==> config.mk <==
export PLATFORM = sky130hd
export DESIGN_NAME = twostage_wdog
export DESIGN_NICKNAME = d
export VERILOG_FILES = /design/src/rtl/twostage_wdog_pkg.sv /design/src/rtl/wdog_keygate.sv /design/src/rtl/wdog_prescaler.sv /design/src/rtl/wdog_countdown.sv /design/src/rtl/twostage_wdog.sv
export SDC_FILE = /design/constraint.sdc
export NUM_CORES = 1
export LEC_CHECK = 0
export ABC_CLOCK_PERIOD_IN_PS = 3400
export BUFFER_PORTS_ARGS = -buffer_cell sky130_fd_sc_hd__buf_2
export CORE_AREA = 2 2 111 86
export DETAILED_ROUTE_END_ITERATION = 16
export DIE_AREA = 0 0 113 88
export MAX_ROUTING_LAYER = met4
export PLACE_DENSITY = 0.77
export SKIP_LAST_GASP = 1
export SYNTH_ARGS = -nofsm -noshare
export SYNTH_HDL_FRONTEND = slang
export SYNTH_SLANG_ARGS = --single-unit
==> constraint.sdc <==
create_clock -name clk -period 3.4 [get_ports clk]
set_clock_uncertainty 0.1 [all_clocks]
set_input_delay 0.34 -clock clk [delete_from_list [all_inputs] [get_ports clk]]
set_output_delay 0.34 -clock clk [all_outputs]
set_load 0.01 [all_outputs]
==> src/rtl/twostage_wdog_pkg.sv <==
package twostage_wdog_pkg;

    typedef enum logic [1:0] {
        KEY_IDLE = 2'd0,
        KEY_HALF = 2'd1,
        KEY_OPEN = 2'd2
    } key_state_t;

    typedef enum logic [1:0] {
        ST_STAGE1  = 2'd0,
        ST_STAGE2  = 2'd1,
        ST_TRIPPED = 2'd2
    } wd_state_t;

    typedef enum logic [1:0] {
        IRQ_LEVEL = 2'b00,
        IRQ_PULSE = 2'b01,
        IRQ_RSVD  = 2'b10,
        IRQ_OFF   = 2'b11
    } irq_kind_t;

    localparam logic [15:0] KEY_FIRST  = 16'h0080;
    localparam logic [15:0] KEY_SECOND = 16'h0086;

    localparam int OFS_PRE1 = 'h00;
    localparam int OFS_PRE2 = 'h04;
    localparam int OFS_STAT = 'h08;
    localparam int OFS_RLD  = 'h0C;
    localparam int OFS_CFG  = 'h10;
    localparam int OFS_LOCK = 'h14;

    localparam int RLD_GO_BIT  = 8;
    localparam int RLD_TMO_BIT = 9;
    localparam int LK_LOCK_BIT = 0;
    localparam int LK_EN_BIT   = 1;
    localparam int LK_MODE_BIT = 2;
    localparam int CF_FAST_BIT = 2;
    localparam int CF_NORST_BIT = 5;

endpackage

==> src/rtl/wdog_keygate.sv <==
module wdog_keygate
    import twostage_wdog_pkg::*;
(
    input  logic        clk,
    input  logic        rst_n,
    input  logic        reload_wr,
    input  logic        prot_wr,
    input  logic [15:0] key_data,
    output logic        grant
);

    key_state_t state, nxt;

    always_ff @(posedge clk or negedge rst_n) begin
        if (!rst_n) state <= KEY_IDLE;
        else        state <= nxt;
    end

    always_comb begin
        nxt = state;
        unique case (state)
            KEY_IDLE: if (reload_wr && key_data == KEY_FIRST) nxt = KEY_HALF;
            KEY_HALF: begin
                if (reload_wr) begin
                    if (key_data == KEY_SECOND)     nxt = KEY_OPEN;
                    else if (key_data == KEY_FIRST) nxt = KEY_HALF;
                    else                            nxt = KEY_IDLE;
                end
            end
            KEY_OPEN: if (prot_wr) nxt = KEY_IDLE;
            default:  nxt = KEY_IDLE;
        endcase
    end

    always_comb begin
        grant = (state == KEY_OPEN);
    end


    open_after_key_chk: assert property (@(posedge clk) disable iff (!rst_n)
        $rose(grant) |-> $past(reload_wr && key_data == KEY_SECOND));


    single_write_chk: assert property (@(posedge clk) disable iff (!rst_n)
        (grant && prot_wr) |=> !grant);

endmodule

==> src/rtl/wdog_prescaler.sv <==
module wdog_prescaler #(
    parameter int DIV_SLOW = 15,
    parameter int DIV_FAST = 5
) (
    input  logic clk,
    input  logic rst_n,
    input  logic run,
    input  logic fast,
    input  logic restart,
    output logic tick
);

    localparam logic [DIV_SLOW-1:0] SLOW_MASK = {DIV_SLOW{1'b1}};
    localparam logic [DIV_SLOW-1:0] FAST_MASK = SLOW_MASK >> (DIV_SLOW - DIV_FAST);

    logic [DIV_SLOW-1:0] cnt;
    logic [DIV_SLOW-1:0] mask;

    always_ff @(posedge clk or negedge rst_n) begin
        if (!rst_n)       cnt <= '0;
        else if (restart) cnt <= '0;
        else if (run)     cnt <= cnt + 1'b1;
    end

    always_comb begin
        mask = fast ? FAST_MASK : SLOW_MASK;
        tick = run && ((cnt & mask) == mask);
    end


    restart_quiet_chk: assert property (@(posedge clk) disable iff (!rst_n)
        restart |=> !tick);

endmodule

==> src/rtl/wdog_countdown.sv <==
module wdog_countdown
    import twostage_wdog_pkg::*;
#(
    parameter int PRE_W   = 20,
    parameter int PRE_RST = 15360
) (
    input  logic             clk,
    input  logic             rst_n,
    input  logic             tick,
    input  logic             reload,
    input  logic             free_run,
    input  logic [PRE_W-1:0] pre1,
    input  logic [PRE_W-1:0] pre2,
    output wd_state_t        stage,
    output logic             s1_exp,
    output logic             s2_exp
);

    wd_state_t        st, nxt;
    logic [PRE_W-1:0] remain, nrem;
    logic             last;

    always_ff @(posedge clk or negedge rst_n) begin
        if (!rst_n) begin
            st     <= ST_STAGE1;
            remain <= PRE_W'(PRE_RST);
        end else begin
            st     <= nxt;
            remain <= nrem;
        end
    end

    assign last = (remain <= PRE_W'(1));

    always_comb begin
        nxt  = st;
        nrem = remain;
        if (reload) begin
            nxt  = ST_STAGE1;
            nrem = pre1;
        end else if (tick) begin
            unique case (st)
                ST_STAGE1: begin
                    if (last) begin
                        nxt  = ST_STAGE2;
                        nrem = pre2;
                    end else nrem = remain - 1'b1;
                end
                ST_STAGE2: begin
                    if (last) begin
                        if (free_run) begin
                            nxt  = ST_STAGE1;
                            nrem = pre1;
                        end else nxt = ST_TRIPPED;
                    end else nrem = remain - 1'b1;
                end
                ST_TRIPPED: nxt = ST_TRIPPED;
                default:    nxt = ST_STAGE1;
            endcase
        end
    end

    always_comb begin
        stage  = st;
        s1_exp = tick && !reload && (st == ST_STAGE1) && last;
        s2_exp = tick && !reload && (st == ST_STAGE2) && last;
    end


    stage2_entry_chk: assert property (@(posedge clk) disable iff (!rst_n)
        (st == ST_STAGE2 && $past(st) != ST_STAGE2) |-> $past(st) == ST_STAGE1);


    tripped_hold_chk: assert property (@(posedge clk) disable iff (!rst_n)
        (st == ST_TRIPPED && !reload) |=> st == ST_TRIPPED);

endmodule

==> src/rtl/twostage_wdog.sv <==
module twostage_wdog
    import twostage_wdog_pkg::*;
#(
    parameter int ADDR_W   = 5,
    parameter int PRE_W    = 20,
    parameter int PRE_RST  = 15360,
    parameter int DIV_SLOW = 15,
    parameter int DIV_FAST = 5
) (
    input  logic              clk,
    input  logic              rst_n,
    input  logic              bus_wr,
    input  logic [ADDR_W-1:0] bus_addr,
    input  logic [31:0]       bus_wdata,
    output logic [31:0]       bus_rdata,
    output logic              irq,
    output logic              rst_req
);

    localparam logic [ADDR_W-1:0] A_PRE1 = ADDR_W'(OFS_PRE1);
    localparam logic [ADDR_W-1:0] A_PRE2 = ADDR_W'(OFS_PRE2);
    localparam logic [ADDR_W-1:0] A_STAT = ADDR_W'(OFS_STAT);
    localparam logic [ADDR_W-1:0] A_RLD  = ADDR_W'(OFS_RLD);
    localparam logic [ADDR_W-1:0] A_CFG  = ADDR_W'(OFS_CFG);
    localparam logic [ADDR_W-1:0] A_LOCK = ADDR_W'(OFS_LOCK);

    logic [PRE_W-1:0] pre1_q, pre2_q;
    logic             irq_stat_q, tmo_q, pulse_q;
    logic             cfg_norst_q, cfg_fast_q;
    irq_kind_t        cfg_kind_q;
    logic             lock_q, en_q, mode_q;

    logic wr_pre1, wr_pre2, wr_stat, wr_rld, wr_cfg, wr_lock;
    logic prot_wr, grant, take;
    logic reload_cmd, tmo_clr;
    logic tick, s1_exp, s2_exp;
    wd_state_t stage;
    logic unused_wdata;

    assign unused_wdata = ^bus_wdata;

    always_comb begin
        wr_pre1 = bus_wr && bus_addr == A_PRE1;
        wr_pre2 = bus_wr && bus_addr == A_PRE2;
        wr_stat = bus_wr && bus_addr == A_STAT;
        wr_rld  = bus_wr && bus_addr == A_RLD;
        wr_cfg  = bus_wr && bus_addr == A_CFG;
        wr_lock = bus_wr && bus_addr == A_LOCK;
        prot_wr = wr_pre1 || wr_pre2 || wr_rld;
        take    = prot_wr && grant;
        reload_cmd = take && wr_rld && bus_wdata[RLD_GO_BIT];
        tmo_clr    = take && wr_rld && bus_wdata[RLD_TMO_BIT];
    end

    wdog_keygate u_key (
        .clk      (clk),
        .rst_n    (rst_n),
        .reload_wr(wr_rld),
        .prot_wr  (prot_wr),
        .key_data (bus_wdata[15:0]),
        .grant    (grant)
    );

    wdog_prescaler #(
        .DIV_SLOW(DIV_SLOW),
        .DIV_FAST(DIV_FAST)
    ) u_div (
        .clk    (clk),
        .rst_n  (rst_n),
        .run    (en_q),
        .fast   (cfg_fast_q),
        .restart(reload_cmd),
        .tick   (tick)
    );

    wdog_countdown #(
        .PRE_W  (PRE_W),
        .PRE_RST(PRE_RST)
    ) u_cnt (
        .clk     (clk),
        .rst_n   (rst_n),
        .tick    (tick),
        .reload  (reload_cmd),
        .free_run(mode_q),
        .pre1    (pre1_q),
        .pre2    (pre2_q),
        .stage   (stage),
        .s1_exp  (s1_exp),
        .s2_exp  (s2_exp)
    );

    always_ff @(posedge clk or negedge rst_n) begin
        if (!rst_n) begin
            pre1_q      <= PRE_W'(PRE_RST);
            pre2_q      <= PRE_W'(PRE_RST);
            irq_stat_q  <= 1'b0;
            tmo_q       <= 1'b0;
            pulse_q     <= 1'b0;
            cfg_norst_q <= 1'b0;
            cfg_fast_q  <= 1'b0;
            cfg_kind_q  <= IRQ_LEVEL;
            lock_q      <= 1'b0;
            en_q        <= 1'b0;
            mode_q      <= 1'b0;
        end else begin
            if (take && wr_pre1) pre1_q <= bus_wdata[PRE_W-1:0];
            if (take && wr_pre2) pre2_q <= bus_wdata[PRE_W-1:0];
            if (s1_exp)                         irq_stat_q <= 1'b1;
            else if (wr_stat && bus_wdata[0])   irq_stat_q <= 1'b0;
            if (s2_exp)       tmo_q <= 1'b1;
            else if (tmo_clr) tmo_q <= 1'b0;
            pulse_q <= s1_exp;
            if (wr_cfg) begin
                cfg_norst_q <= bus_wdata[CF_NORST_BIT];
                cfg_fast_q  <= bus_wdata[CF_FAST_BIT];
                cfg_kind_q  <= irq_kind_t'(bus_wdata[1:0]);
            end
            if (wr_lock) begin
                if (lock_q) begin
                    en_q <= en_q | bus_wdata[LK_EN_BIT];
                end else begin
                    lock_q <= bus_wdata[LK_LOCK_BIT];
                    en_q   <= bus_wdata[LK_EN_BIT];
                    mode_q <= bus_wdata[LK_MODE_BIT];
                end
            end
        end
    end

    always_comb begin
        irq = en_q && ((cfg_kind_q == IRQ_LEVEL && irq_stat_q) ||
                       (cfg_kind_q == IRQ_PULSE && pulse_q));
        rst_req = en_q && !mode_q && !cfg_norst_q && (stage == ST_TRIPPED);
    end

    always_comb begin
        bus_rdata = '0;
        case (bus_addr)
            A_PRE1: bus_rdata = 32'(pre1_q);
            A_PRE2: bus_rdata = 32'(pre2_q);
            A_STAT: bus_rdata[0] = irq_stat_q;
            A_RLD:  bus_rdata[RLD_TMO_BIT] = tmo_q;
            A_CFG: begin
                bus_rdata[CF_NORST_BIT] = cfg_norst_q;
                bus_rdata[CF_FAST_BIT]  = cfg_fast_q;
                bus_rdata[1:0]          = cfg_kind_q;
            end
            A_LOCK: begin
                bus_rdata[LK_LOCK_BIT] = lock_q;
                bus_rdata[LK_EN_BIT]   = en_q;
                bus_rdata[LK_MODE_BIT] = mode_q;
            end
            default: bus_rdata = '0;
        endcase
    end


    lock_sticky_chk: assert property (@(posedge clk) disable iff (!rst_n)
        lock_q |=> lock_q);


    enable_sticky_chk: assert property (@(posedge clk) disable iff (!rst_n)
        (lock_q && en_q) |=> en_q);


    tmo_sticky_chk: assert property (@(posedge clk) disable iff (!rst_n)
        (tmo_q && !tmo_clr) |=> tmo_q);


    tmo_set_chk: assert property (@(posedge clk) disable iff (!rst_n)
        s2_exp |=> tmo_q);


    stat_set_chk: assert property (@(posedge clk) disable iff (!rst_n)
        s1_exp |=> irq_stat_q);

endmodule

==> impl_results.md <==
- Status: finished, violations left
- Failing checks: design-rule violations
- Synth top area cells: dfrtp_1 38%, mux2_2 9.9%, dfstp_2 6.3%, nand2_1 4.3%, nor2_1 3.6%
- Reg2reg setup slack: 0.48 ns
- Crit path time final: 2.925 ns
- RSZ-0062 raised after global routing: no
- Iter 0 DRT Violations: 364
- Worst-path clk slew: 0.07 ns
- Crit path kind: flip-flop to flip-flop
- Design area: 0.005645 mm^2
- Maximum fanout along the worst path: 19
- Fmax: 341.9 MHz
- Final #Nets: 603
- TritonCTS clock tree: done
- PwrDens: 472.8 mW/mm^2
- Most frequent cells in the layout: 77 x dfrtp_1, 58 x nand2_1, 48 x nor2_1, 48 x buf_2, 44 x mux2_2
- Area after DPL: 0.005350 mm^2
- Top-area cell type share of the netlist area: 38.34%
- # hold bufs at CTS: 0
- Post-CTS sizing: 0
- First-pass GRT wire length: 20.33 mm
- Layout cell share with drive strength beyond 1: 25.31%
- Mapped Area: 0.005026 mm^2
- # rows: 30
- HP Class: input pin to async pin
- Post-synth EDFFs: 0
- Root buffer cell: clkbuf_16
- # setup viols final: 0
- Top_reg_cell synth: dfrtp_1
- ANT nets after route: 0
- Tot Pwr: 2.669 mW
- Worst slack, placed: 0.5594 ns
- Die Area: 0.009944 mm^2
- Top layer used by detailed routing: met4
- Worst-case vdd ir drop: 0.3408 mV
- Worst Slack Setup Final: 0.4755 ns
- Post-synthesis sequential area ratio: 44.61%
- R2r startpoint: u_cnt.remain[8]
- TritonRoute pass-1 iters: 11
- Clk buf depth: 2
- GRT Overall Usage: 26.73%
- Worst rel slew slack: 24.63%
- Synth Warn #: 0
- Initial antenna violation count: 0
- Clock sink total: 89
- Largest net degree at the start of global routing: 90
- Clock latency at the later pin of the worst-skew pair: 0.34 ns
- Worst Path Required: 3.53 ns
- Crit path DAT: 3.05 ns
- R2R Path End: u_cnt.remain[2]
- Fin util: 63.73%
- Vias in the first global route: 3975
- R2r worst-path depth: 6
- Mapped Cells: 517
- WL met2: 5.623 mm
- Startpoint types: flip-flop
- Syn_area_per_cell: 9.722 um^2
- Number of diodes: 0
- Vias post-DR: 4170
- Post-Layout Cell Count: 677
- Met3 WL: 848 um
- CTS HTree Levels: 3
- Pleak: 2.490 nW
- Max-Cap Viols: 0
- Hold_ws: 0.1131 ns
- Num CTS Buffers: 9
- Async S/R FF share, synth: 100.0%
- Die height: 88 um
- Synth area leader: dfrtp_1
- Seq cells post-synth: 89
- Post-CTS setup buffers: 0
- Post-detail-place hpwl: 8.266 mm
- # DRC: 4
- Final critical-path share of the clock period: 86.02%
- Slew Limit Fails: 0
- RD Place Congestion: 0.8469
- Library cells used by synthesis: 57
- P&R area growth vs syn: 12.32%
- Worst Setup End Kind: flip-flop
- Vias per cell: 6.160
- Buffers on Ports: 49
- Placed Instances: 661
- Worst Tran Pin Value: 1.131 ns
- GR Overflow Total: 0
- Hold Vio Cnt, Final: 0
- Most common cell after layout, fill and taps aside: dfrtp_1
- Io pins: 74
- Starting density of the core: 56.74%
- Core region area: 0.008859 mm^2
- Die width: 113 um
- Routed WL: 12.18 mm
- WL/cell: 17.99 um
- Setup TNS: 0 ns
- Metal1 wirelength: 5.592 mm
[per-layer routing]
| layer | up-vias | global-route usage, % |
|---|---|---|
| met2 | 173 | 40.88 |
| met1 | 2060 | 37.18 |
| met3 | 14 | 5.813 |
| li1 | 1923 | - |
| met5 | - | - |
| met4 | 0 | 5.322 |
[synth_stat cells, types with 4 or more instances]
cell,count
xnor2_1,11
inv_1,11
nor2_1,48
nor4_1,6
or3_1,8
a21oi_1,24
o21ai_0,10
clkbuf_1,24
nand2b_1,4
nand4_1,13
a31oi_1,5
mux2_2,44
dfstp_2,12
nor3_1,14
o211ai_1,8
nand3_1,15
dfrtp_1,77
buf_4,12
xor2_1,16
a22o_1,16
mux2i_1,17
nand2_1,58
o21ai_1,4
[registers in the layout, summed over array words and instances (netlist names)]
signal	flops
pre2_q	20
en_q	1
pulse_q	1
mode_q	1
pre1_q	20
u_cnt.remain	20
u_cnt.stage	2
lock_q	1
cfg_fast_q	1
cfg_norst_q	1
cfg_kind_q	2
u_div.cnt	15
irq_stat_q	1
u_key.state	2
tmo_q	1
[layout make-up]
| class | instances | area [um^2] |
|---|---|---|
| multi-input cells | 385 | 2566 |
| clock inverters | 6 | 66.31 |
| inverters | 11 | 41.29 |
| fillers | 729 | 3213 |
| well taps | 112 | 140.1 |
| repair buffers | 64 | 360.3 |
| clock buffers | 10 | 229.0 |
| flip-flops and latches | 89 | 2242 |
[kinds of logic (layout without fill, tap and decap cells)]
kind of cell / after synthesis / count (layout) / synth area share, %
compound gates: 91 / 91 / 12.85
simple gates: 191 / 191 / 18.62
buf+inv: 54 / 91 / 5.153
flops: 89 / 89 / 44.61
fa+ha+maj: 3 / 3 / 0.7469
other cells: 1 / 12 / 0.07461
xor+xnor: 27 / 27 / 4.705
mux: 61 / 61 / 13.24
[critical path: stages (launching register included)]
cell and delay [ns]:
dfrtp_1 0.44, nor4_1 0.51, nand4b_1 0.41, or4_4 0.64, and2_4 0.27, o311a_1 0.15
o32a_1 0.28
[worst max path at each step]
stage                      from  depth (start not counted)               to  slack [ns]
3_3_place_gp    u_cnt.remain[8]                          6  u_cnt.remain[2]        0.62
5_1_grt         u_cnt.remain[8]                          7  u_cnt.remain[4]        0.37
4_1_cts         u_cnt.remain[8]                          6  u_cnt.remain[2]        0.55
3_5_place_dp    u_cnt.remain[8]                          6  u_cnt.remain[2]        0.56
6_report        u_cnt.remain[8]                          6  u_cnt.remain[2]        0.48
2_1_floorplan  u_cnt.remain[14]                          8  u_cnt.remain[2]        0.68
[power breakdown]
group	switching [mW]	total [mW]	internal, mW	leakage, nW
Clock	0.418	0.992	0.574	0.147
Combinational	0.221	0.380	0.160	1.30
Sequential	0.122	1.30	1.18	1.04
(Power assumes the default switching activity.)
